**config.mk**
```make
export PLATFORM = sky130hd
export DESIGN_NAME = wdt_dual_phase
export DESIGN_NICKNAME = d
export VERILOG_FILES = /design/src/rtl/wdt_pkg.sv /design/src/rtl/wdt_prescale.sv /design/src/rtl/wdt_phase_fsm.sv /design/src/rtl/wdt_regs.sv /design/src/rtl/wdt_dual_phase.sv
export SDC_FILE = /design/constraint.sdc
export NUM_CORES = 1
export LEC_CHECK = 0
export BUFFER_PORTS_ARGS = -buffer_cell sky130_fd_sc_hd__clkbuf_2
export CORE_ASPECT_RATIO = 1.2
export CORE_UTILIZATION = 50
export CTS_CLUSTER_DIAMETER = 80
export DETAILED_ROUTE_END_ITERATION = 16
export GPL_ROUTABILITY_DRIVEN = 0
export HOLD_SLACK_MARGIN = 0.08
export PLACE_DENSITY = 0.8
export SLEW_MARGIN = 10
export SYNTH_ARGS = -nofsm -noshare
export SYNTH_HDL_FRONTEND = slang
export SYNTH_HIERARCHICAL = 1
export SYNTH_SLANG_ARGS = --single-unit
```
**constraint.sdc**
```tcl
create_clock -name clk -period 3.69 [get_ports clk]
set_input_delay 0.369 -clock clk [delete_from_list [all_inputs] [get_ports clk]]
set_output_delay 0.369 -clock clk [all_outputs]
set_load 0.005 [all_outputs]
```
**src/rtl/wdt_pkg.sv**
```systemverilog
package wdt_pkg;

    typedef enum logic [1:0] {
        PH_IDLE = 2'd0,
        PH_ONE  = 2'd1,
        PH_TWO  = 2'd2,
        PH_FIRE = 2'd3
    } wdt_phase_e;

    localparam logic [1:0] RM_CPU  = 2'd0;
    localparam logic [1:0] RM_CHIP = 2'd1;
    localparam logic [1:0] RM_SOFT = 2'd2;

    localparam logic [1:0] A_CTRL = 2'd0;
    localparam logic [1:0] A_KICK = 2'd1;
    localparam logic [1:0] A_STAT = 2'd2;

    localparam int CTL_EN_B   = 0;
    localparam int CTL_MODE_B = 1;
    localparam int CTL_P1_B   = 4;
    localparam int CTL_P2_B   = 12;
    localparam int ST_PEND_B  = 0;
    localparam int ST_PHASE_B = 2;

endpackage

```
**src/rtl/wdt_prescale.sv**
```systemverilog
module wdt_prescale #(
    parameter int PRE_W = 28
) (
    input  logic clk,
    input  logic rst_n,
    input  logic run,
    input  logic restart,
    output logic tick
);
    logic [PRE_W-1:0] cnt_q;

    assign tick = run && (&cnt_q);

    always_ff @(posedge clk or negedge rst_n) begin
        if (!rst_n) begin
            cnt_q <= '0;
        end else if (!run || restart) begin
            cnt_q <= '0;
        end else begin
            cnt_q <= cnt_q + 1'b1;
        end
    end

    // a stopped prescaler is held at zero
    a_r2_prescale_cleared : assert property (@(posedge clk) disable iff (!rst_n)
        !run |=> (cnt_q == '0));

endmodule

```
**src/rtl/wdt_phase_fsm.sv**
```systemverilog
module wdt_phase_fsm
    import wdt_pkg::*;
#(
    parameter int LEN_W = 5
) (
    input  logic             clk,
    input  logic             rst_n,
    input  logic             en,
    input  logic             ping,
    input  logic             tick,
    input  logic [LEN_W-1:0] p1_last,
    input  logic [LEN_W-1:0] p2_last,
    input  logic [1:0]       mode,
    output wdt_phase_e       phase,
    output logic             run,
    output logic             restart,
    output logic             exp1,
    output logic             exp2,
    output logic             rst_chip,
    output logic             rst_cpu,
    output logic             rst_soft
);
    wdt_phase_e       state_q, state_d;
    logic [LEN_W-1:0] cnt_q, cnt_d;

    assign phase = state_q;

    always_ff @(posedge clk or negedge rst_n) begin
        if (!rst_n) begin
            state_q <= PH_IDLE;
            cnt_q   <= '0;
        end else begin
            state_q <= state_d;
            cnt_q   <= cnt_d;
        end
    end

    always_comb begin
        state_d = state_q;
        cnt_d   = cnt_q;
        exp1    = 1'b0;
        exp2    = 1'b0;
        restart = 1'b0;
        unique case (state_q)
            PH_IDLE: begin
                cnt_d = '0;
                if (en) state_d = PH_ONE;
            end
            PH_ONE: begin
                if (!en) begin
                    state_d = PH_IDLE;
                    cnt_d   = '0;
                end else if (ping) begin
                    restart = 1'b1;
                    cnt_d   = '0;
                end else if (tick) begin
                    if (cnt_q >= p1_last) begin
                        state_d = PH_TWO;
                        cnt_d   = '0;
                        exp1    = 1'b1;
                    end else begin
                        cnt_d = cnt_q + 1'b1;
                    end
                end
            end
            PH_TWO: begin
                if (!en) begin
                    state_d = PH_IDLE;
                    cnt_d   = '0;
                end else if (tick) begin
                    if (cnt_q >= p2_last) begin
                        state_d = PH_FIRE;
                        cnt_d   = '0;
                        exp2    = 1'b1;
                    end else begin
                        cnt_d = cnt_q + 1'b1;
                    end
                end
            end
            PH_FIRE: begin
                state_d = PH_IDLE;
                cnt_d   = '0;
            end
            default: begin
                state_d = PH_IDLE;
                cnt_d   = '0;
            end
        endcase
    end

    always_comb begin
        run      = en && ((state_q == PH_ONE) || (state_q == PH_TWO));
        rst_chip = 1'b0;
        rst_cpu  = 1'b0;
        rst_soft = 1'b0;
        if (state_q == PH_FIRE) begin
            unique case (mode)
                RM_CHIP: rst_chip = 1'b1;
                RM_SOFT: rst_soft = 1'b1;
                default: rst_cpu  = 1'b1;
            endcase
        end
    end

    // the reset state lasts one cycle
    a_r10_fire_one_cycle : assert property (@(posedge clk) disable iff (!rst_n)
        (state_q == PH_FIRE) |=> (state_q == PH_IDLE));

    // the grace window is only reached from the pretimeout window
    a_r4_ph2_entry : assert property (@(posedge clk) disable iff (!rst_n)
        (state_q == PH_TWO && $past(state_q) != PH_TWO) |-> ($past(state_q) == PH_ONE));

    // a kick in the grace window leaves the count alone
    a_r6_kick_ignored : assert property (@(posedge clk) disable iff (!rst_n)
        (state_q == PH_TWO && en && ping && !tick) |=> (state_q == PH_TWO && cnt_q == $past(cnt_q)));

    // disarming drops back to idle
    a_r8_disarm : assert property (@(posedge clk) disable iff (!rst_n)
        (!en && state_q != PH_IDLE) |=> (state_q == PH_IDLE));

endmodule

```
**src/rtl/wdt_regs.sv**
```systemverilog
module wdt_regs
    import wdt_pkg::*;
#(
    parameter int DW    = 32,
    parameter int AW    = 2,
    parameter int LEN_W = 5
) (
    input  logic             clk,
    input  logic             rst_n,
    input  logic             wr_en,
    input  logic [AW-1:0]    wr_addr,
    input  logic [DW-1:0]    wr_data,
    input  logic [AW-1:0]    rd_addr,
    input  logic             exp1,
    input  logic             exp2,
    input  wdt_phase_e       phase,
    output logic             en,
    output logic [1:0]       mode,
    output logic [LEN_W-1:0] p1_last,
    output logic [LEN_W-1:0] p2_last,
    output logic             ping,
    output logic [1:0]       pend,
    output logic [DW-1:0]    rd_data
);
    logic       wr_ctrl, wr_stat;
    logic [1:0] clr;

    assign wr_ctrl = wr_en && (wr_addr == AW'(A_CTRL));
    assign wr_stat = wr_en && (wr_addr == AW'(A_STAT));
    assign ping    = wr_en && (wr_addr == AW'(A_KICK));
    assign clr     = wr_stat ? wr_data[ST_PEND_B +: 2] : 2'b00;

    always_ff @(posedge clk or negedge rst_n) begin
        if (!rst_n) begin
            en      <= 1'b0;
            mode    <= RM_CPU;
            p1_last <= '0;
            p2_last <= '0;
        end else begin
            if (wr_ctrl) begin
                en      <= wr_data[CTL_EN_B];
                mode    <= wr_data[CTL_MODE_B +: 2];
                p1_last <= wr_data[CTL_P1_B +: LEN_W];
                p2_last <= wr_data[CTL_P2_B +: LEN_W];
            end
            if (exp2) en <= 1'b0;
        end
    end

    always_ff @(posedge clk or negedge rst_n) begin
        if (!rst_n) begin
            pend <= 2'b00;
        end else begin
            pend <= (pend & ~clr) | {exp2, exp1};
        end
    end

    always_comb begin
        rd_data = '0;
        unique case (rd_addr)
            AW'(A_CTRL): begin
                rd_data[CTL_EN_B]             = en;
                rd_data[CTL_MODE_B +: 2]      = mode;
                rd_data[CTL_P1_B +: LEN_W]    = p1_last;
                rd_data[CTL_P2_B +: LEN_W]    = p2_last;
            end
            AW'(A_STAT): begin
                rd_data[ST_PEND_B +: 2]       = pend;
                rd_data[ST_PHASE_B +: 2]      = phase;
            end
            default: rd_data = '0;
        endcase
    end

    // the enable bit drops after the reset request is issued
    a_r10_self_disable : assert property (@(posedge clk) disable iff (!rst_n)
        exp2 |=> !en);

    // pretimeout status holds until cleared by a 1
    a_r11_sticky : assert property (@(posedge clk) disable iff (!rst_n)
        (pend[0] && !clr[0]) |=> pend[0]);

endmodule

```
**src/rtl/wdt_dual_phase.sv**
```systemverilog
module wdt_dual_phase
    import wdt_pkg::*;
#(
    parameter int DW    = 32,
    parameter int AW    = 2,
    parameter int LEN_W = 5,
    parameter int PRE_W = 28
) (
    input  logic          clk,
    input  logic          rst_n,
    input  logic          wr_en,
    input  logic [AW-1:0] wr_addr,
    input  logic [DW-1:0] wr_data,
    input  logic [AW-1:0] rd_addr,
    output logic [DW-1:0] rd_data,
    output logic          irq_pretimeout,
    output logic          irq_timeout,
    output logic          rst_req_chip,
    output logic          rst_req_cpu,
    output logic          rst_req_soft
);
    logic             en, ping, tick, run, restart, exp1, exp2;
    logic [1:0]       mode, pend;
    logic [LEN_W-1:0] p1_last, p2_last;
    wdt_phase_e       phase;

    wdt_regs #(.DW(DW), .AW(AW), .LEN_W(LEN_W)) u_regs (
        .clk     (clk),
        .rst_n   (rst_n),
        .wr_en   (wr_en),
        .wr_addr (wr_addr),
        .wr_data (wr_data),
        .rd_addr (rd_addr),
        .exp1    (exp1),
        .exp2    (exp2),
        .phase   (phase),
        .en      (en),
        .mode    (mode),
        .p1_last (p1_last),
        .p2_last (p2_last),
        .ping    (ping),
        .pend    (pend),
        .rd_data (rd_data)
    );

    wdt_prescale #(.PRE_W(PRE_W)) u_pre (
        .clk     (clk),
        .rst_n   (rst_n),
        .run     (run),
        .restart (restart),
        .tick    (tick)
    );

    wdt_phase_fsm #(.LEN_W(LEN_W)) u_fsm (
        .clk      (clk),
        .rst_n    (rst_n),
        .en       (en),
        .ping     (ping),
        .tick     (tick),
        .p1_last  (p1_last),
        .p2_last  (p2_last),
        .mode     (mode),
        .phase    (phase),
        .run      (run),
        .restart  (restart),
        .exp1     (exp1),
        .exp2     (exp2),
        .rst_chip (rst_req_chip),
        .rst_cpu  (rst_req_cpu),
        .rst_soft (rst_req_soft)
    );

    assign irq_pretimeout = pend[0];
    assign irq_timeout    = pend[1];

    // never more than one reset target at a time
    a_r9_one_target : assert property (@(posedge clk) disable iff (!rst_n)
        $onehot0({rst_req_chip, rst_req_cpu, rst_req_soft}));

    // a reset request coincides with a raised timeout interrupt
    a_r4_irq_with_reset : assert property (@(posedge clk) disable iff (!rst_n)
        (rst_req_chip || rst_req_cpu || rst_req_soft) |-> irq_timeout);

endmodule

```
==> results.py <==
metrics = {
    "logic_synthesis": {
        "synth_warnings": 6,
        "async_flop_share": 1.00,
        "syn_avg_cell_area_um2": 9.64,
        "ys_ff_latch": 50,
        "syn-instance-count": 328,
        "ys_seq_area_frac": 0.396,
        "synth_cell_types": 56,
        "synth_area_mm2": 0.00316,
        "synth_edf_count": 0,
        "synth_ff_type": "dfrtp_1",
    },
    "global_route": {
        "grt_overflow": 0,
        "grt_util_all_layers": 0.200,
        "grt_max_degree": 34,
        "grt_pass1_vias": 2330,
        "antenna_found_initial": 0,
        "grt_pass1_wl_um": 10300,
    },
    "placement": {
        "post-dp-hpwl_um": 4350,
        "detailed_place.area_mm2": 0.00335,
        "io_buffers": 38,
        "dpl.cell_count": 440,
        "place_ws_ns": 0.745,
    },
    "sta": {
        "finalCritPeriodShare": 0.815,
        "slew_viol_final": 0,
        "hold_viol_final": 0,
        "setup_viol": 0,
        "worst_pin_slew_ns": 1.03,
        "holdWs_ns": 0.155,
        "slew_headroom": 0.314,
        "rsz0062_at_grt": "no",
        "tns_ns": 0,
        "clock.fmax_mhz": 333,
        "period_needed_ns": 3.01,
        "skew_ns": 0.00837,
        "setup_slack_ns": 0.683,
    },
    "worst_setup_path": {
        "max_stage_delay_ns": 0.62,
        "crit_chain": "ha_1 -> nand3_1 -> or4_4 -> nor4_1 -> nor2b_1 -> o21ai_0 -> a31oi_1 -> o311ai_1 -> mux2i_1",
        "end_kind": "flop",
        "critPathKind": "flop to flop",
        "cp.arrival_ns": 3.19,
        "cp_max_fo": 15,
        "required_ns": 3.87,
        "start_kind": "flop",
        "cp_slowest_cell": "or4_4",
    },
    "final_layout": {
        "final_core_util": 0.564,
        "multi_input_area_mm2": 0.00171,
        "final_layout_size_suffix_gt1_frac": 0.213,
        "diodes": 0,
        "design_area_mm2": 0.00344,
        "final_nets": 423,
        "area_growth_pct": 8.66,
        "regArea_mm2": 0.00125,
        "fillers": 546,
        "instances_no_fill": 448,
    },
    "clocking": {
        "cts_tree": "yes",
        "cts-root-buf": "clkbuf_8",
        "clk_latency_ns": 0.30,
        "ctsLongestPathBuffers": 2,
        "ctsHoldBuffers": 0,
        "clk_pin_slew_ns": 0.09,
        "h-tree-depth": 2,
        "cts_made_buffers": 5,
        "postCtsSetupBuffers": 0,
        "post_cts_resized": 0,
        "cts_num_sinks": 50,
    },
    "run_status": {
        "status": "completed",
    },
    "floorplan": {
        "die-area_mm2": 0.00665,
        "ios": 76,
        "fp-row-count": 31,
        "start_util": 0.519,
        "die_w_um": 74.6,
        "die_h_um": 89.1,
        "core_area_mm2": 0.00609,
    },
    "drt": {
        "first_pass_iters": 4,
        "vias": 2411,
        "drc": 0,
        "vias_per_cell": 5.38,
        "routed_wl_um": 5850,
        "final_antenna_net_count": 0,
        "drt_iter0_markers": 124,
        "avgRoutedWirePerCell_um": 13.1,
    },
    "power_and_ir_drop": {
        "switchingPower_mw": 0.521,
        "leakage_nw": 1.59,
        "peakVddDrop_uv": 212,
        "power_frac_clock": 0.219,
        "power.internal_mw": 0.956,
        "power_density_mw_per_mm2": 430,
        "seqPwrFrac": 0.448,
        "total_power_mw": 1.48,
        "combPwrFrac": 0.333,
        "switching_share": 0.353,
    },
    "run": {
        "cap_violations": 0,
    },
    "hold_path": {
        "hp-class": "input pin to asynchronous set/reset pin",
    },
}
critical path, delay by kind of cell, from the launching register on:
family,cells,cell delay [ns]
compound gates,3,0.51
flops,1,0.41
simple gates,4,1.58
mux,1,0.15
fa+ha+maj,1,0.25
power groups by stage:
stage	clock network [mW]	registers, mW	logic (mW)
detailed placement	0	0.673	0.492
finish	0.324	0.662	0.491
floorplan	0	0.652	0.408
global placement	0	0.672	0.481
CTS	0.335	0.662	0.495
global route	0.353	0.673	0.560
cells by family after synthesis:
kind of cell | count (synthesis) | share of synthesized area
AO/OA/AOI/OAI | 64 | 0.130
multiplexers | 18 | 0.0617
flip-flops | 50 | 0.396
adder cells (fa/ha/maj) | 19 | 0.0752
other | 1 | 0.00119
buffers and inverters | 47 | 0.0835
XOR/XNOR | 9 | 0.0249
AND/OR/NAND/NOR | 120 | 0.228
cells in the mapped netlist, drive strengths merged, types with 2 or more instances:
library cell / count / area (um2)
o21ai: 19 / 98.9
nor3b: 2 / 26.3
or3: 11 / 73.8
nor3: 10 / 60.1
xnor2: 6 / 52.6
nand2b: 7 / 43.8
nor2b: 3 / 18.8
buf: 22 / 170
nand4b: 2 / 17.5
and2: 15 / 93.8
a21o: 4 / 30.0
mux2: 12 / 135
mux2i: 6 / 60.1
nor2: 19 / 73.8
nand4: 5 / 46.3
a21oi: 23 / 134
inv: 20 / 75.1
and3: 3 / 20.0
o31ai: 6 / 45.0
dfrtp: 50 / 1250
ha: 19 / 238
nor4: 3 / 18.8
nand3: 12 / 60.1
and4: 2 / 17.5
a31oi: 2 / 12.5
nand2: 16 / 67.6
or4: 8 / 67.6
clkbuf: 5 / 18.8
xor2: 3 / 26.3
registers in the layout, summed over array words and instances (netlist names):
register	cells
u_regs/pend	2
u_fsm/cnt_q	5
u_pre/cnt_q	28
u_regs/mode	2
u_regs/en	1
u_fsm/phase	2
u_regs/p2_last	5
u_regs/p1_last	5
cell usage in the layout, fill, tap and decap left out, types with 3 or more instances in the layout:
cell       n
o21ai_1    4
o31ai_1    6
inv_1     20
a21o_1     4
nor3_1     8
a21oi_1   20
nand3_1   12
and2_1    15
xor2_1     3
conb_1    18
ha_1      19
nand4_1    4
nor2_1    18
dfrtp_1   50
clkbuf_2  38
nand2b_1   7
mux2i_1    6
or4_1      6
or3_2      4
mux2_2    12
nor4_1     3
nor2b_1    3
or3_1      7
clkbuf_8   6
nand2_1   15
o21ai_0   14
xnor2_1    6
layer usage:
layer | up-vias | global-route usage | routed length, um
met2 | 40 | 0.351 | 3080
met5 | - | 0 | 0
met4 | 0 | 0.0652 | 128
met3 | 12 | 0.0349 | 120
met1 | 1155 | 0.249 | 2520
li1 | 1204 | - | -
worst paths after layout:
path	start	endpoint	slack (ns)	cells past startpoint
min in group clk	wr_data[7]	u_regs/p1_last[3]	0.29	2
max reg2reg	u_pre/cnt_q[0]	u_fsm/phase[1]	0.68	9
max	u_pre/cnt_q[0]	u_fsm/phase[1]	0.68	9
min	rst_n	u_fsm/cnt_q[4]	0.15	1
min reg2reg	u_pre/cnt_q[0]	u_pre/cnt_q[0]	0.50	1
max in group asynchronous	rst_n	u_regs/p1_last[1]	2.79	2
cell type report:
class                   instances  area share
multi-input cells             248       0.498
flip-flops and latches         50       0.364
repair buffers                 40      0.0597
well taps                      82      0.0299
clock buffers                   7      0.0251
inverters                      20      0.0218
clock inverters                 1     0.00146
(Power assumes the default switching activity.)
